`src/rtl/uart_irq_pkg.sv`:
```
package uart_irq_pkg;

   typedef logic [3:0] iid_t;

   localparam iid_t IID_NONE = 4'h1;
   localparam iid_t IID_TX   = 4'h2;
   localparam iid_t IID_RX   = 4'h4;

   localparam int unsigned NCH   = 2;
   localparam int unsigned CH_RX = 0;
   localparam int unsigned CH_TX = 1;

   typedef enum logic [1:0] {
      TMR_HOLD   = 2'd0,
      TMR_ARM    = 2'd1,
      TMR_CANCEL = 2'd2
   } tmr_cmd_e;

   function automatic int unsigned delay_to_cycles(input int unsigned dly_ps,
                                                   input int unsigned per_ps);
      return (dly_ps + per_ps - 1) / per_ps;
   endfunction

endpackage

```
`src/rtl/irq_delay_timer.sv`:
```
module irq_delay_timer
   import uart_irq_pkg::*;
#(
   parameter int unsigned DELAY_CYCLES = 12
) (
   input  logic     clk,
   input  logic     rst_n,
   input  tmr_cmd_e cmd,
   output logic     fire
);
   localparam int unsigned CW = $clog2(DELAY_CYCLES + 1);
   localparam logic [CW-1:0] LOAD = CW'(DELAY_CYCLES);
   localparam logic [CW-1:0] ONE  = CW'(1);

   if (DELAY_CYCLES < 2) begin : g_bad_delay
      $error("irq_delay_timer: DELAY_CYCLES must be at least 2");
   end

   logic [CW-1:0] cnt_q;

   assign fire = (cnt_q == ONE) && (cmd == TMR_HOLD);

   always_ff @(posedge clk) begin
      if (!rst_n) begin
         cnt_q <= '0;
      end else begin
         unique case (cmd)
            TMR_ARM:    cnt_q <= LOAD;
            TMR_CANCEL: cnt_q <= '0;
            default:    if (cnt_q != '0) cnt_q <= cnt_q - ONE;
         endcase
      end
   end
endmodule

```
`src/rtl/irq_tx_age.sv`:
```
module irq_tx_age #(
   parameter int unsigned LIMIT = 12
) (
   input  logic clk,
   input  logic rst_n,
   input  logic clr,
   output logic aged
);
   localparam int unsigned AW = $clog2(LIMIT + 1);
   localparam logic [AW-1:0] SAT = AW'(LIMIT);

   if (LIMIT < 1) begin : g_bad_limit
      $error("irq_tx_age: LIMIT must be at least 1");
   end

   logic [AW-1:0] age_q;

   assign aged = (age_q == SAT);

   always_ff @(posedge clk) begin
      if (!rst_n)            age_q <= SAT;
      else if (clr)          age_q <= '0;
      else if (age_q != SAT) age_q <= age_q + AW'(1);
   end
endmodule

```
`src/rtl/irq_id_encode.sv`:
```
module irq_id_encode
   import uart_irq_pkg::*;
(
   input  logic rx_pend,
   input  logic tx_pend,
   output iid_t iid
);
   always_comb begin
      if (rx_pend)      iid = IID_RX;
      else if (tx_pend) iid = IID_TX;
      else              iid = IID_NONE;
   end
endmodule

```
`src/rtl/uart_irq_sched.sv`:
```
module uart_irq_sched
   import uart_irq_pkg::*;
#(
   parameter int unsigned CLK_PERIOD_PS = 20000,
   parameter int unsigned DELAY_PS      = 225000
) (
   input  logic       clk,
   input  logic       rst_n,
   input  logic       rx_ie,
   input  logic       tx_ie,
   input  logic       rx_avail,
   input  logic       rx_arrive,
   input  logic       rbr_rd,
   input  logic       thr_wr,
   input  logic       ier_wr,
   input  logic       iir_rd,
   output logic       irq,
   output logic [3:0] iid
);
   localparam int unsigned DELAY_CYCLES = delay_to_cycles(DELAY_PS, CLK_PERIOD_PS);

   if (CLK_PERIOD_PS == 0) begin : g_bad_period
      $error("uart_irq_sched: CLK_PERIOD_PS must be non-zero");
   end
   if (DELAY_CYCLES < 2) begin : g_bad_ratio
      $error("uart_irq_sched: delay must span at least two clocks");
   end

   tmr_cmd_e           cmd [NCH];
   logic [NCH-1:0]     tmr_fire;
   logic [NCH-1:0]     st_q, st_h, st_d;
   logic               irq_q, irq_h, irq_d;
   logic               tx_now, tx_post, tx_aged;

   // per-source delay timers
   for (genvar c = 0; c < NCH; c++) begin : g_tmr
      irq_delay_timer #(.DELAY_CYCLES(DELAY_CYCLES)) u_tmr (
         .clk   (clk),
         .rst_n (rst_n),
         .cmd   (cmd[c]),
         .fire  (tmr_fire[c])
      );
   end

   irq_tx_age #(.LIMIT(DELAY_CYCLES)) u_age (
      .clk   (clk),
      .rst_n (rst_n),
      .clr   (tx_post),
      .aged  (tx_aged)
   );

   // host access stage: applied before any post in the same cycle
   always_comb begin
      st_h   = st_q;
      irq_h  = irq_q;
      tx_now = 1'b0;
      for (int c = 0; c < NCH; c++) cmd[c] = TMR_HOLD;

      if (rbr_rd) begin
         st_h[CH_RX] = 1'b0;
         irq_h       = 1'b0;
         if (rx_avail && rx_ie) cmd[CH_RX] = TMR_ARM;
      end else if (thr_wr) begin
         st_h[CH_TX] = 1'b0;
         irq_h       = 1'b0;
         if (tx_ie) cmd[CH_TX] = TMR_ARM;
      end else if (iir_rd) begin
         if (!st_q[CH_RX] && st_q[CH_TX]) st_h[CH_TX] = 1'b0;
      end else if (ier_wr) begin
         // transmit half first
         if (tx_ie) begin
            if (tx_aged) begin
               st_h[CH_TX] = 1'b1;
               irq_h       = 1'b1;
               tx_now      = 1'b1;
            end else begin
               cmd[CH_TX] = TMR_ARM;
            end
         end else begin
            cmd[CH_TX] = TMR_CANCEL;
            if (st_q[CH_TX]) irq_h = 1'b0;
            st_h[CH_TX] = 1'b0;
         end
         // receive half second
         if (rx_ie && rx_avail) begin
            cmd[CH_RX] = TMR_ARM;
         end else begin
            cmd[CH_RX] = TMR_CANCEL;
            if (st_h[CH_RX]) irq_h = 1'b0;
            st_h[CH_RX] = 1'b0;
         end
      end
   end

   // post stage: timer expiries and fresh receive data
   always_comb begin
      st_d    = st_h;
      irq_d   = irq_h;
      tx_post = tx_now;
      if ((tmr_fire[CH_RX] || rx_arrive) && rx_ie) begin
         st_d[CH_RX] = 1'b1;
         irq_d       = 1'b1;
      end
      if (tmr_fire[CH_TX] && tx_ie) begin
         st_d[CH_TX] = 1'b1;
         irq_d       = 1'b1;
         tx_post     = 1'b1;
      end
   end

   always_ff @(posedge clk) begin
      if (!rst_n) begin
         st_q  <= '0;
         irq_q <= 1'b0;
      end else begin
         st_q  <= st_d;
         irq_q <= irq_d;
      end
   end

   irq_id_encode u_enc (
      .rx_pend (st_q[CH_RX]),
      .tx_pend (st_q[CH_TX]),
      .iid     (iid)
   );

   assign irq = irq_q;

endmodule

```
`config.mk`:
```
export PLATFORM = sky130hd
export DESIGN_NAME = uart_irq_sched
export DESIGN_NICKNAME = d
export VERILOG_FILES = /design/src/rtl/uart_irq_pkg.sv /design/src/rtl/irq_delay_timer.sv /design/src/rtl/irq_tx_age.sv /design/src/rtl/irq_id_encode.sv /design/src/rtl/uart_irq_sched.sv
export SDC_FILE = /design/constraint.sdc
export NUM_CORES = 1
export LEC_CHECK = 0
export ABC_AREA = 1
export BUFFER_PORTS_ARGS = -buffer_cell sky130_fd_sc_hd__buf_2
export CAP_MARGIN = 20
export CORE_ASPECT_RATIO = 1.2
export CORE_MARGIN = 2
export CORE_UTILIZATION = 55
export DETAILED_ROUTE_END_ITERATION = 10
export GPL_TIMING_DRIVEN = 0
export HOLD_SLACK_MARGIN = 0.1
export PLACE_DENSITY_LB_ADDON = 0.2
export SYNTH_ARGS = -nofsm -noshare
export SYNTH_HDL_FRONTEND = slang
export SYNTH_SLANG_ARGS = --single-unit
```
`constraint.sdc`:
```
create_clock -name clk -period 3.5 [get_ports clk]
set_input_delay 0.875 -clock clk [delete_from_list [all_inputs] [get_ports clk]]
set_output_delay 0.875 -clock clk [all_outputs]
set_load 0.03 [all_outputs]
```
==> qor.csv <==
stage;metric;value;unit
synthesis;Mapped Nets;168;
timing;RSZ-0062 raised after global routing;no;
clock_network;Post-CTS Setup Inserts;0;
synthesis;Synth area leader;dfxtp_1;
power_and_ir_drop;Peak VDD IR;0.386;mV
synthesis;synth top area cells;dfxtp_1, ha_1, nand2_1, inv_1, a21oi_1;
timing;Final min period;2.04;ns
timing;max-slew violations;0;
placed_design;post-DP HPWL;1560;um
synthesis;dominant synthesized flop cell;dfxtp_1;
detailed_routing;Initial DRT Pass Iterations;4;
power_and_ir_drop;PD cells;695;nW/um^2
floorplanning;io pins;15;
clock_network;clk_lat worst skew;0.29;ns
detailed_routing;drt total wl;1930;um
timing;Setup TNS;0;ns
critical_path;crit-path cells;buf_2, inv_2, nand2_2, inv_1, nand3_1, a21oi_1, inv_1, ha_1, nor2_1, o21ai_1, a21oi_1;
timing;fin crit share;0.583;
synthesis;#FFs+latches synth;15;
critical_path;R2R cell count;10;
critical_path;RR Startpoint;u_age.age_q[0];
floorplanning;Die W;43.3;um
clock_network;cts repair resizes;0;
power_and_ir_drop;power consumption;0.790;mW
cells_and_area;final core utilization;0.637;
synthesis;Avg Inst Size Synth;6.99;um^2
cells_and_area;Diodes inserted;0;
synthesis;Post-Syn Area;1020;um^2
timing;Setup violations, final;0;
floorplanning;initial core utilization;0.571;
critical_path;Crit Path Class;in -> reg;
cells_and_area;Layout Nets;186;
clock_network;cts hold-fix bufs;0;
worst_hold_path;Hold WC Path Type;reg -> reg;
synthesis;Post-synth EDFFs;0;
worst_hold_path;hold path cells;1;
synthesis;register area share after synthesis;0.294;
synthesis;Synth async-reset ratio;0;
cells_and_area;Fillers;184;
grt;first-pass GRT wire length;3180;um
timing;final hold violations;0;
detailed_routing;initial drt markers;11;
placed_design;RD Place Congestion;0.761;
critical_path;Critical Path End;g_tmr[1].u_tmr.cnt_q[0];
clock_network;clock tree buffer depth;2;
cells_and_area;layout cells sized above 1;0.190;
grt;grt ovf;0;
critical_path;Critical Path RT;3.72;ns
power_and_ir_drop;Leak;0.566;nW
critical_path;crit path max fanout;4;
critical_path;slowest stage cell on the critical path;ha_1;
status;status;finished clean;
clock_network;CTS Buf Count;3;
detailed_routing;Antenna Nets Post-Route;0;
clock_network;number of H-tree levels;1;
cells_and_area;Layout area overhead;11.4;%
detailed_routing;DR WL/cell;10.6;um
detailed_routing;Via density;5.14;
timing;Fmax;490;MHz
floorplanning;Die H;51.2;um
cells_and_area;design area;1140;um^2
synthesis;Yosys warning total;0;
floorplanning;core box area;1790;um^2
critical_path;CP endpoint kind;flip-flop;
synthesis;Post-synth top cells;nand2_1, inv_1, nor2_1;
detailed_routing;DRC;0;
placed_design;placed inst area;1110;um^2
grt;GRT Overall Usage;0.184;
critical_path;CP arrival;2.26;ns
synthesis;Cells after Synth;146;
synthesis;Netlist cell types;23;
grt;initial antenna violation count;0;
critical_path;Worst path max stage delay;0.34;ns
placed_design;Buffers on Ports;13;
synthesis;top cell type's share of synthesized area;0.294;
floorplanning;num rows;17;
job;max cap viols;0;
floorplanning;die area;2220;um^2
clock_network;Clk pin slew, worst setup/hold paths;0.10;ns
critical_path;reg2reg setup slack;1.56;ns
clock_network;clock root cell;clkbuf_4;
grt;largest net degree at the start of global routing;10;
grt;number of global-route vias before repair;841;
synthesis;most instantiated library cell after synthesis;nand2_1;
critical_path;R2R Path End;g_tmr[1].u_tmr.cnt_q[0];
critical_path;critical path launch point;iir_rd;
critical_path;Startpoint Class;input port;
detailed_routing;Vias;936;
timing;Clock Skew;0.00816;ns
clock_network;Sink Count;15;
timing;Fin Hold WS;0.498;ns
clock_network;CTS tree;yes;
==> cell type report <==
cell class                      instances  area, um^2  area share
Buffer                                  2        15.0      0.0132
Clock buffer                            3        22.5      0.0198
Clock inverter                          1        5.00     0.00440
Inverter                               23        86.3      0.0759
Multi-Input combinational cell        106         619       0.545
Sequential cell                        15         300       0.264
Tap cell                               19        23.8      0.0209
Timing Repair Buffer                   13        65.1      0.0572
==> cell usage in the layout, fill, tap and decap left out, types with 3 or more instances in the layout <==
cell and instances:
clkbuf_4 3, dfxtp_1 15, inv_2 5, buf_2 13
nor2_1 17, o21ai_1 7, nand3_1 11, ha_1 12
nand2_1 28, a21oi_1 13, inv_1 18
==> how the worst min path moves through the flow <==
| stage | slack, ns | end | startpoint |
|---|---|---|---|
| 6_report | 0.50 | g_tmr[0].u_tmr.cnt_q[0] | g_tmr[0].u_tmr.cnt_q[0] |
| 5_1_grt | 0.52 | g_tmr[1].u_tmr.cnt_q[0] | g_tmr[1].u_tmr.cnt_q[0] |
| 4_1_cts | 0.50 | g_tmr[0].u_tmr.cnt_q[0] | g_tmr[0].u_tmr.cnt_q[0] |
| 3_5_place_dp | 0.48 | g_tmr[1].u_tmr.cnt_q[0] | g_tmr[1].u_tmr.cnt_q[0] |
| 3_3_place_gp | 0.47 | g_tmr[1].u_tmr.cnt_q[0] | g_tmr[1].u_tmr.cnt_q[0] |
| 2_1_floorplan | 0.45 | g_tmr[0].u_tmr.cnt_q[0] | g_tmr[0].u_tmr.cnt_q[0] |
==> worst max-delay path, delay by kind of cell <==
kind	cells	cell delay [ns]
AND/OR/NAND/NOR	3	0.33
AO/OA/AOI/OAI	3	0.40
adder cells (fa/ha/maj)	1	0.34
buffers and inverters	4	0.32
==> logic make-up after synthesis <==
family,Yosys count,synth area share
simple gates,65,0.298
compound gates,25,0.132
other cells,1,0.00367
fa+ha+maj,12,0.147
xor+xnor,3,0.0257
flops,15,0.294
buf+inv,25,0.0993
==> power by group <==
part | leakage, nW | switching, mW | total (mW) | internal [mW]
registers | 0.124 | 0.0560 | 0.293 | 0.237
clock network | 0.0177 | 0.0576 | 0.100 | 0.0425
logic | 0.424 | 0.246 | 0.397 | 0.151
total | 0.566 | 0.360 | 0.790 | 0.430
==> sequential cells by signal (all words and copies together) (netlist names) <==
| signal | flops |
|---|---|
| st_q | 2 |
| irq | 1 |
| g_tmr.u_tmr.cnt_q | 8 |
| u_age.age_q | 4 |
==> stage by stage <==
step / std cells / worst slack (ns)
finish: 182 / 1.46
CTS: 182 / 1.47
detailed placement: 178 / 1.17
global placement: 178 / 1.21
floorplan: 146 / 1.44
global route: 182 / 1.32
==> per-layer routing <==
metal,GRT usage,wire length [um],part of all wire,vias to the layer above
li1,-,-,-,495
met1,0.214,835,0.43,420
met2,0.336,1010,0.52,19
met3,0.0318,71,0.037,2
met4,0.0606,17,0.0088,0
met5,0,0,0,-
Power figures use the tool's default switching activity.
